$ cat src/rtl/tef_pkg.sv
package tef_pkg;
  localparam int unsigned EF_DEPTH = 4;
  localparam int unsigned EF_BW    = 8;
  localparam int unsigned EF_THR_W = 3;
  localparam int unsigned EF_DW    = 2 * EF_BW;
  localparam int unsigned EF_PTR_W = $clog2(EF_DEPTH);
  localparam int unsigned EF_QTY_W = $clog2(EF_DEPTH + 1);
  localparam int unsigned EF_CMP_W = (EF_QTY_W > EF_THR_W) ? EF_QTY_W : EF_THR_W;

  typedef logic [EF_BW-1:0]    byte_t;
  typedef logic [EF_DW-1:0]    hw_t;
  typedef logic [EF_PTR_W-1:0] ptr_t;
  typedef logic [EF_QTY_W-1:0] qty_t;
  typedef logic [EF_THR_W-1:0] thr_t;

  typedef enum logic {DIR_FROM_LOCAL = 1'b0, DIR_TO_LOCAL = 1'b1} dir_e;

  typedef struct packed {
    logic enabled;
    logic data_req;
    logic ready;
    thr_t thr;
    ptr_t optr;
    logic rsvd;
    logic hold_full;
    logic byte_held;
    qty_t qty;
    ptr_t iptr;
  } stat_t;

  localparam int unsigned STAT_W = $bits(stat_t);
endpackage

$ cat src/rtl/tef_ctrl.sv
module tef_ctrl
  import tef_pkg::*;
(
  input  logic clk,
  input  logic rst_n,
  input  logic en_i,
  input  logic dma_busy_i,
  input  logic ctl_we_i,
  input  thr_t ctl_thr_i,
  input  qty_t qty_i,
  input  logic blk_i,
  output logic en_q_o,
  output logic en_nx_o,
  output thr_t thr_o,
  output logic raw_req_o,
  output logic dma_req_o
);
  localparam thr_t THR_CAP = thr_t'(EF_DEPTH);

  logic en_q, en_d;
  thr_t thr_q, thr_d, thr_eff;
  logic [EF_CMP_W-1:0] lvl, lim;

  // enable holds while a transfer is running
  always_comb begin
    en_d  = en_i | (en_q & dma_busy_i);
    thr_d = thr_q;
    if (ctl_we_i) thr_d = ctl_thr_i;
  end

  always_ff @(posedge clk or negedge rst_n) begin
    if (!rst_n) begin
      en_q  <= 1'b0;
      thr_q <= '0;
    end else begin
      en_q  <= en_d;
      thr_q <= thr_d;
    end
  end

  always_comb begin
    thr_eff = (thr_q > THR_CAP) ? THR_CAP : thr_q;
    lvl     = EF_CMP_W'(qty_i);
    lim     = EF_CMP_W'(thr_eff);
  end

  assign raw_req_o = en_q & (thr_eff != '0) & (lvl >= lim);
  assign dma_req_o = raw_req_o & ~blk_i;
  assign en_q_o    = en_q;
  assign en_nx_o   = en_d;
  assign thr_o     = thr_q;
endmodule

$ cat src/rtl/tef_pack.sv
module tef_pack
  import tef_pkg::*;
(
  input  logic  clk,
  input  logic  rst_n,
  input  logic  clr_i,
  input  logic  act_i,
  input  logic  byte_wr_i,
  input  byte_t byte_i,
  input  logic  take_i,
  output hw_t   hold_o,
  output logic  full_o,
  output logic  byte_o
);
  byte_t lo_q, lo_d, hi_q, hi_d;
  logic  full_q, full_d, one_q, one_d;

  always_comb begin
    lo_d   = lo_q;
    hi_d   = hi_q;
    full_d = full_q;
    one_d  = one_q;
    if (clr_i) begin
      full_d = 1'b0;
      one_d  = 1'b0;
    end else if (act_i) begin
      if (take_i) full_d = 1'b0;
      if (byte_wr_i && !full_q) begin
        if (!one_q) begin
          lo_d  = byte_i;
          one_d = 1'b1;
        end else begin
          hi_d   = byte_i;
          one_d  = 1'b0;
          full_d = 1'b1;
        end
      end
    end
  end

  always_ff @(posedge clk or negedge rst_n) begin
    if (!rst_n) begin
      lo_q   <= '0;
      hi_q   <= '0;
      full_q <= 1'b0;
      one_q  <= 1'b0;
    end else begin
      lo_q   <= lo_d;
      hi_q   <= hi_d;
      full_q <= full_d;
      one_q  <= one_d;
    end
  end

  assign hold_o = {hi_q, lo_q};
  assign full_o = full_q;
  assign byte_o = one_q;
endmodule

$ cat src/rtl/tef_store.sv
module tef_store
  import tef_pkg::*;
(
  input  logic clk,
  input  logic rst_n,
  input  logic clr_i,
  input  logic push_i,
  input  logic pop_i,
  input  hw_t  wdata_i,
  output hw_t  head_o,
  output ptr_t iptr_o,
  output ptr_t optr_o,
  output qty_t qty_o,
  output logic full_o,
  output logic empty_o
);
  localparam qty_t QTY_FULL = qty_t'(EF_DEPTH);
  localparam ptr_t PTR_LAST = ptr_t'(EF_DEPTH - 1);

  hw_t  mem [EF_DEPTH];
  ptr_t iptr_q, iptr_d, optr_q, optr_d;
  qty_t qty_q, qty_d;

  function automatic ptr_t bump(input ptr_t p);
    return (p == PTR_LAST) ? '0 : p + 1'b1;
  endfunction

  always_comb begin
    iptr_d = iptr_q;
    optr_d = optr_q;
    qty_d  = qty_q;
    if (clr_i) begin
      iptr_d = '0;
      optr_d = '0;
      qty_d  = '0;
    end else begin
      if (push_i) iptr_d = bump(iptr_q);
      if (pop_i)  optr_d = bump(optr_q);
      case ({push_i, pop_i})
        2'b10:   qty_d = qty_q + 1'b1;
        2'b01:   qty_d = qty_q - 1'b1;
        default: qty_d = qty_q;
      endcase
    end
  end

  always_ff @(posedge clk or negedge rst_n) begin
    if (!rst_n) begin
      iptr_q <= '0;
      optr_q <= '0;
      qty_q  <= '0;
    end else begin
      iptr_q <= iptr_d;
      optr_q <= optr_d;
      qty_q  <= qty_d;
    end
  end

  // data storage carries no reset
  always_ff @(posedge clk) begin
    for (int i = 0; i < EF_DEPTH; i++) begin
      if (push_i && !clr_i && (iptr_q == ptr_t'(i))) mem[i] <= wdata_i;
    end
  end

  assign head_o  = mem[optr_q];
  assign iptr_o  = iptr_q;
  assign optr_o  = optr_q;
  assign qty_o   = qty_q;
  assign full_o  = (qty_q == QTY_FULL);
  assign empty_o = (qty_q == '0);
endmodule

$ cat src/rtl/thr_ep_fifo.sv
module thr_ep_fifo
  import tef_pkg::*;
(
  input  logic              clk,
  input  logic              rst_n,
  input  logic              en_i,
  input  logic              dir_i,
  input  logic              dma_busy_i,
  input  logic              blk_i,
  input  logic              ctl_we_i,
  input  logic [EF_THR_W-1:0] ctl_thr_i,
  input  logic              byte_wr_i,
  input  logic [EF_BW-1:0]  byte_wdata_i,
  input  logic              byte_rd_i,
  output logic [EF_BW-1:0]  byte_rdata_o,
  input  logic              hw_wr_i,
  input  logic [EF_DW-1:0]  hw_wdata_i,
  input  logic              hw_rd_i,
  output logic [EF_DW-1:0]  hw_rdata_o,
  output logic              dma_req_o,
  output logic [STAT_W-1:0] status_o
);
  logic en_q, en_nx, clr, op, to_local, raw_req;
  logic push, pop, pop_hw, brd_ok, take;
  logic hold_full, byte_held, full, empty;
  logic rd_half_q, rd_half_d;
  thr_t thr;
  ptr_t iptr, optr;
  qty_t qty;
  hw_t  hold, head, wdata;
  stat_t st;

  assign to_local = (dir_e'(dir_i) == DIR_TO_LOCAL);
  assign clr      = ~en_nx;
  assign op       = en_q & en_nx;

  assign push   = op & ~full & (to_local ? hold_full : hw_wr_i);
  assign pop_hw = op & to_local & hw_rd_i & ~empty;
  assign brd_ok = op & ~to_local & byte_rd_i & ~empty;
  assign pop    = pop_hw | (brd_ok & rd_half_q);
  assign take   = push & to_local;
  assign wdata  = to_local ? hold : hw_wdata_i;

  tef_ctrl ctrl_i (
    .clk(clk), .rst_n(rst_n), .en_i(en_i), .dma_busy_i(dma_busy_i),
    .ctl_we_i(ctl_we_i), .ctl_thr_i(ctl_thr_i), .qty_i(qty), .blk_i(blk_i),
    .en_q_o(en_q), .en_nx_o(en_nx), .thr_o(thr), .raw_req_o(raw_req),
    .dma_req_o(dma_req_o)
  );

  tef_pack pack_i (
    .clk(clk), .rst_n(rst_n), .clr_i(clr), .act_i(op & to_local),
    .byte_wr_i(byte_wr_i), .byte_i(byte_wdata_i), .take_i(take),
    .hold_o(hold), .full_o(hold_full), .byte_o(byte_held)
  );

  tef_store store_i (
    .clk(clk), .rst_n(rst_n), .clr_i(clr), .push_i(push), .pop_i(pop),
    .wdata_i(wdata), .head_o(head), .iptr_o(iptr), .optr_o(optr),
    .qty_o(qty), .full_o(full), .empty_o(empty)
  );

  // byte-lane select for endpoint reads, low lane first
  always_comb begin
    rd_half_d = rd_half_q;
    if (clr)         rd_half_d = 1'b0;
    else if (brd_ok) rd_half_d = ~rd_half_q;
  end

  always_ff @(posedge clk or negedge rst_n) begin
    if (!rst_n) rd_half_q <= 1'b0;
    else        rd_half_q <= rd_half_d;
  end

  assign byte_rdata_o = rd_half_q ? head[EF_DW-1:EF_BW] : head[EF_BW-1:0];
  assign hw_rdata_o   = head;

  always_comb begin
    st.enabled   = en_q;
    st.data_req  = raw_req;
    st.ready     = en_q & (to_local ? ~empty : ~full);
    st.thr       = thr;
    st.optr      = optr;
    st.rsvd      = 1'b0;
    st.hold_full = hold_full;
    st.byte_held = byte_held;
    st.qty       = qty;
    st.iptr      = iptr;
  end

  assign status_o = st;
endmodule

$ cat config.mk
export PLATFORM = sky130hd
export DESIGN_NAME = thr_ep_fifo
export DESIGN_NICKNAME = d
export VERILOG_FILES = /design/src/rtl/tef_pkg.sv /design/src/rtl/tef_ctrl.sv /design/src/rtl/tef_pack.sv /design/src/rtl/tef_store.sv /design/src/rtl/thr_ep_fifo.sv
export SDC_FILE = /design/constraint.sdc
export NUM_CORES = 1
export LEC_CHECK = 0
export BUFFER_PORTS_ARGS = -buffer_cell sky130_fd_sc_hd__buf_2
export CAP_MARGIN = 20
export CORE_UTILIZATION = 40
export DETAILED_ROUTE_END_ITERATION = 10
export GPL_TIMING_DRIVEN = 0
export PLACE_DENSITY = 0.69
export SLEW_MARGIN = 20
export SYNTH_ARGS = -nofsm -noshare
export SYNTH_HDL_FRONTEND = slang
export SYNTH_SLANG_ARGS = --single-unit
$ cat constraint.sdc
create_clock -name clk -period 3.2 [get_ports clk]
set_input_delay 0.48 -clock clk [delete_from_list [all_inputs] [get_ports clk]]
set_output_delay 0.48 -clock clk [all_outputs]
set_load 0.005 [all_outputs]
==> key figures <==
Place
  • Placer Congestion: about 0.85
  • Port Buffers: 77
  • Area post-placement: 4670 um^2
  • Worst slack, placed: 471 ps
  • Placed cells: approximately 450
  • DP HPWL: 5600 um

Timing
  • Final worst-path cycle share: 90.0%
  • Max-slew violations: 0
  • Crit path time final: 2880 ps
  • Final setup fails: 0
  • Rel. slew slack: 37.2%
  • Final setup TNS: 0 ps
  • Tightest Pin Transition: 941 ps
  • Max Fclk: 0.347 GHz
  • Final worst setup slack: 320 ps
  • Clock skew: approximately 12 ps
  • Unrepaired setup endpoints after global routing: no
  • WHS: ~150 ps
  • Endpoints failing hold: 0

Detailed routing
  • Violation count after the first detailed-routing iteration: between 100 and 150
  • Via count: 2360
  • Routed WL: roughly 8200 um
  • Remaining antenna violation count: 0
  • 1st-pass router iterations: 4
  • DRC violations left: 0
  • Via/cell ratio: 5.08
  • Drt wl/cell: between 15 and 20 um

Yosys
  • Post-Syn Area: 4120 um^2
  • Simple-Gate Fraction of Synth Area: 4.68%
  • Prevailing post-synth register cell: edfxtp_1
  • Xor-xnor portion of the synthesized cell area: 0.638%
  • Post-synthesis cell type count: 35
  • EDFF count, synth: 64
  • Top cells by area, synth: edfxtp_1 47%, dfrtp_1 18%, mux2_2 12%, mux4_2 8.8%, ha_1 2.4%
  • Net Count, Synth: 286
  • Async S/R FF share, synth: a little under a third
  • Most instantiated cells after synthesis: 64 x edfxtp_1, 43 x mux2_2, 30 x dfrtp_1, 16 x mux4_2, 13 x nand2_1
  • Syn Area/Cell: around 17 um^2
  • Mux share of post-synthesis cell area: between 20% and 30%
  • Warning count from the yosys run: 0
  • Most common cell in the netlist: edfxtp_1
  • Synth Register Bits: between 90 and 100
  • Register area share after synthesis: around 65%
  • Synth area leader: edfxtp_1
  • Largest family of logic cells by synthesized area: multiplexers
  • Synth Area in Compound Gates: approximately 2.3%
  • Top-area cell type share of the netlist area: between 40% and 50%
  • Adder-Cell Fraction of Synth Area: under 10%
  • Mapped Cells: 239

Power
  • IR drop worst, VDD: 0.000278 V
  • Switching Fraction: about 30%
  • NetSw: approximately 920 uW
  • Comb power frac: 25.8%
  • Pwr dens: 648 nW/um^2
  • Clock network power share: 23.1%
  • P_int: 2.23 mW
  • Sequential fraction of design power: 51.2%
  • Leakage power: 1.91 nW
  • Overall power: 3.15 mW

Layout
  • Area delta synth->final: 17.8%
  • Final instance area: 4850 um^2
  • Nets@finish: 374
  • # diodes: 0
  • Final core occ: 49.2%
  • Layout cells sized above 1: 49.7%
  • Fin cells: 465

Global routing
  • Gr usage total: 16.9%
  • Largest net degree at the start of global routing: 31
  • Vias in the first global route: 2378
  • Global-route wire length before repair: 12800 um
  • GR Overflow Total: 0
  • Initial antenna violation count: 1

Clock network
  • Clk buf depth: 2
  • CTS resizes: 0
  • Setup Buffers After CTS: 0
  • Post-cts hold buffer count: 0
  • Inserted Clock Buffers: 9
  • Clk sinks: 94
  • Clk slew on worst S/H paths: 100 ps
  • CTS root buffer: clkbuf_8
  • Clk_lat worst skew: 370 ps
  • H-tree Lvls: 3
  • CTS tree: done

Worst setup path
  • Startpoint Class: flop
  • Slowest cell delay on critical path: between 400 and 500 ps
  • CP arrival: between 2000 and 2500 ps
  • Crit-path slowest cell: clkbuf_1
  • Crit-path max FO: 10
  • Critical path type: flop to output pin
  • Worst setup EP type: output pin
  • Req. time, crit path: 2720 ps
  • Worst path cell trace: clkbuf_1 -> buf_2 -> mux4_2 -> mux2_2 -> buf_2
  • Most frequent CP cell: buf_2

Status
  • Outcome: finished clean

Floorplan
  • Die X-Extent: 103 um
  • Die Ht: approximately 100 um
  • Floorplan row count: 36
  • Starting Density: 41.7%
  • # IOs: a little under 80
  • Std-Cell Core Area: 9860 um^2
  • DIE AREA: 10700 um^2

Run
  • Max Cap Viol: 0

Hold path
  • Hold/Removal Path Class: input port to async pin
[flip-flops by register name, summed over array words and instances, names as in the netlist]
| name | cells |
|---|---|
| store_i.mem | 64 |
| pack_i.hi_q | 8 |
| pack_i.lo_q | 8 |
| ctrl_i.thr_o | 3 |
| store_i.qty_o | 3 |
| store_i.iptr_o | 2 |
| store_i.optr_o | 2 |
| ctrl_i.en_q_o | 1 |
| pack_i.byte_o | 1 |
| pack_i.full_o | 1 |
| rd_half_q | 1 |
[worst max-delay path: cells and delay by family, from the launching register on]
family | cells | cell delay, ps
flip-flops | 1 | 370
buffers and inverters | 3 | 970
multiplexers | 2 | 680
[path summary, 6_finish.rpt]
check | from | end | slack [ps] | cells after the start
max in group asynchronous | rst_n | pack_i.lo_q[4] | 2590 | 1
min in group clk | ctl_thr_i[2] | ctrl_i.thr_o[2] | 320 | 3
setup reg to reg | rd_half_q | store_i.qty_o[2] | 610 | 9
hold / removal | rst_n | pack_i.lo_q[2] | 150 | 1
hold reg to reg | pack_i.lo_q[1] | pack_i.lo_q[1] | 510 | 1
setup / recovery | store_i.optr_o[1] | byte_rdata_o[4] | 320 | 5
[area by class of cell]
cell class              instances  area [um^2]
plain buffers                  12         75.1
clock buffers                   9          124
clock inverters                 7         58.8
fillers                       846         5010
inverters                       7         26.3
multi-input cells             126         1340
flip-flops and latches         94         2670
well taps                     133          166
repair buffers                 77          385
[kinds of logic after synthesis]
logic type	Yosys count
adder cells (fa/ha/maj)	9
flip-flops	94
AO/OA/AOI/OAI	13
AND/OR/NAND/NOR	35
multiplexers	65
buffers and inverters	19
other	1
XOR/XNOR	3
[power groups by stage]
stage | Sequential, mW | Combinational, mW | Clock [mW]
4_1_cts | 1.61 | 0.827 | 0.743
5_1_grt | 1.64 | 0.912 | 0.791
6_report | 1.61 | 0.810 | 0.726
3_5_place_dp | 1.64 | 0.823 | 0
2_1_floorplan | 1.61 | 0.541 | 0
3_3_place_gp | 1.63 | 0.798 | 0
[per-layer routing]
metal / GRT usage [%] / vias to the layer above / wire (um)
met5: 0 / - / 0
met4: 8.67 / 0 / 232
met3: 3.56 / 16 / 411
met2: 27.2 / 72 / 3970
met1: 21.9 / 1189 / 3590
li1: - / 1083 / -
[cells in the final DEF, fill, tap and decap left out, types with 2 or more instances in the layout]
master    count
ha_1          8
a21oi_1       2
nand2_1      13
o21ai_0       2
dfrtp_1      30
clkbuf_8      9
edfxtp_1     64
inv_1         7
mux4_2       16
nor3_1        3
xnor2_1       3
buf_4         7
inv_6         2
nor2_1        6
nor2b_1       2
and2_1        4
mux2_2       43
o31ai_1       3
mux2i_1       6
buf_2        80
Power figures use the tool's default switching activity.
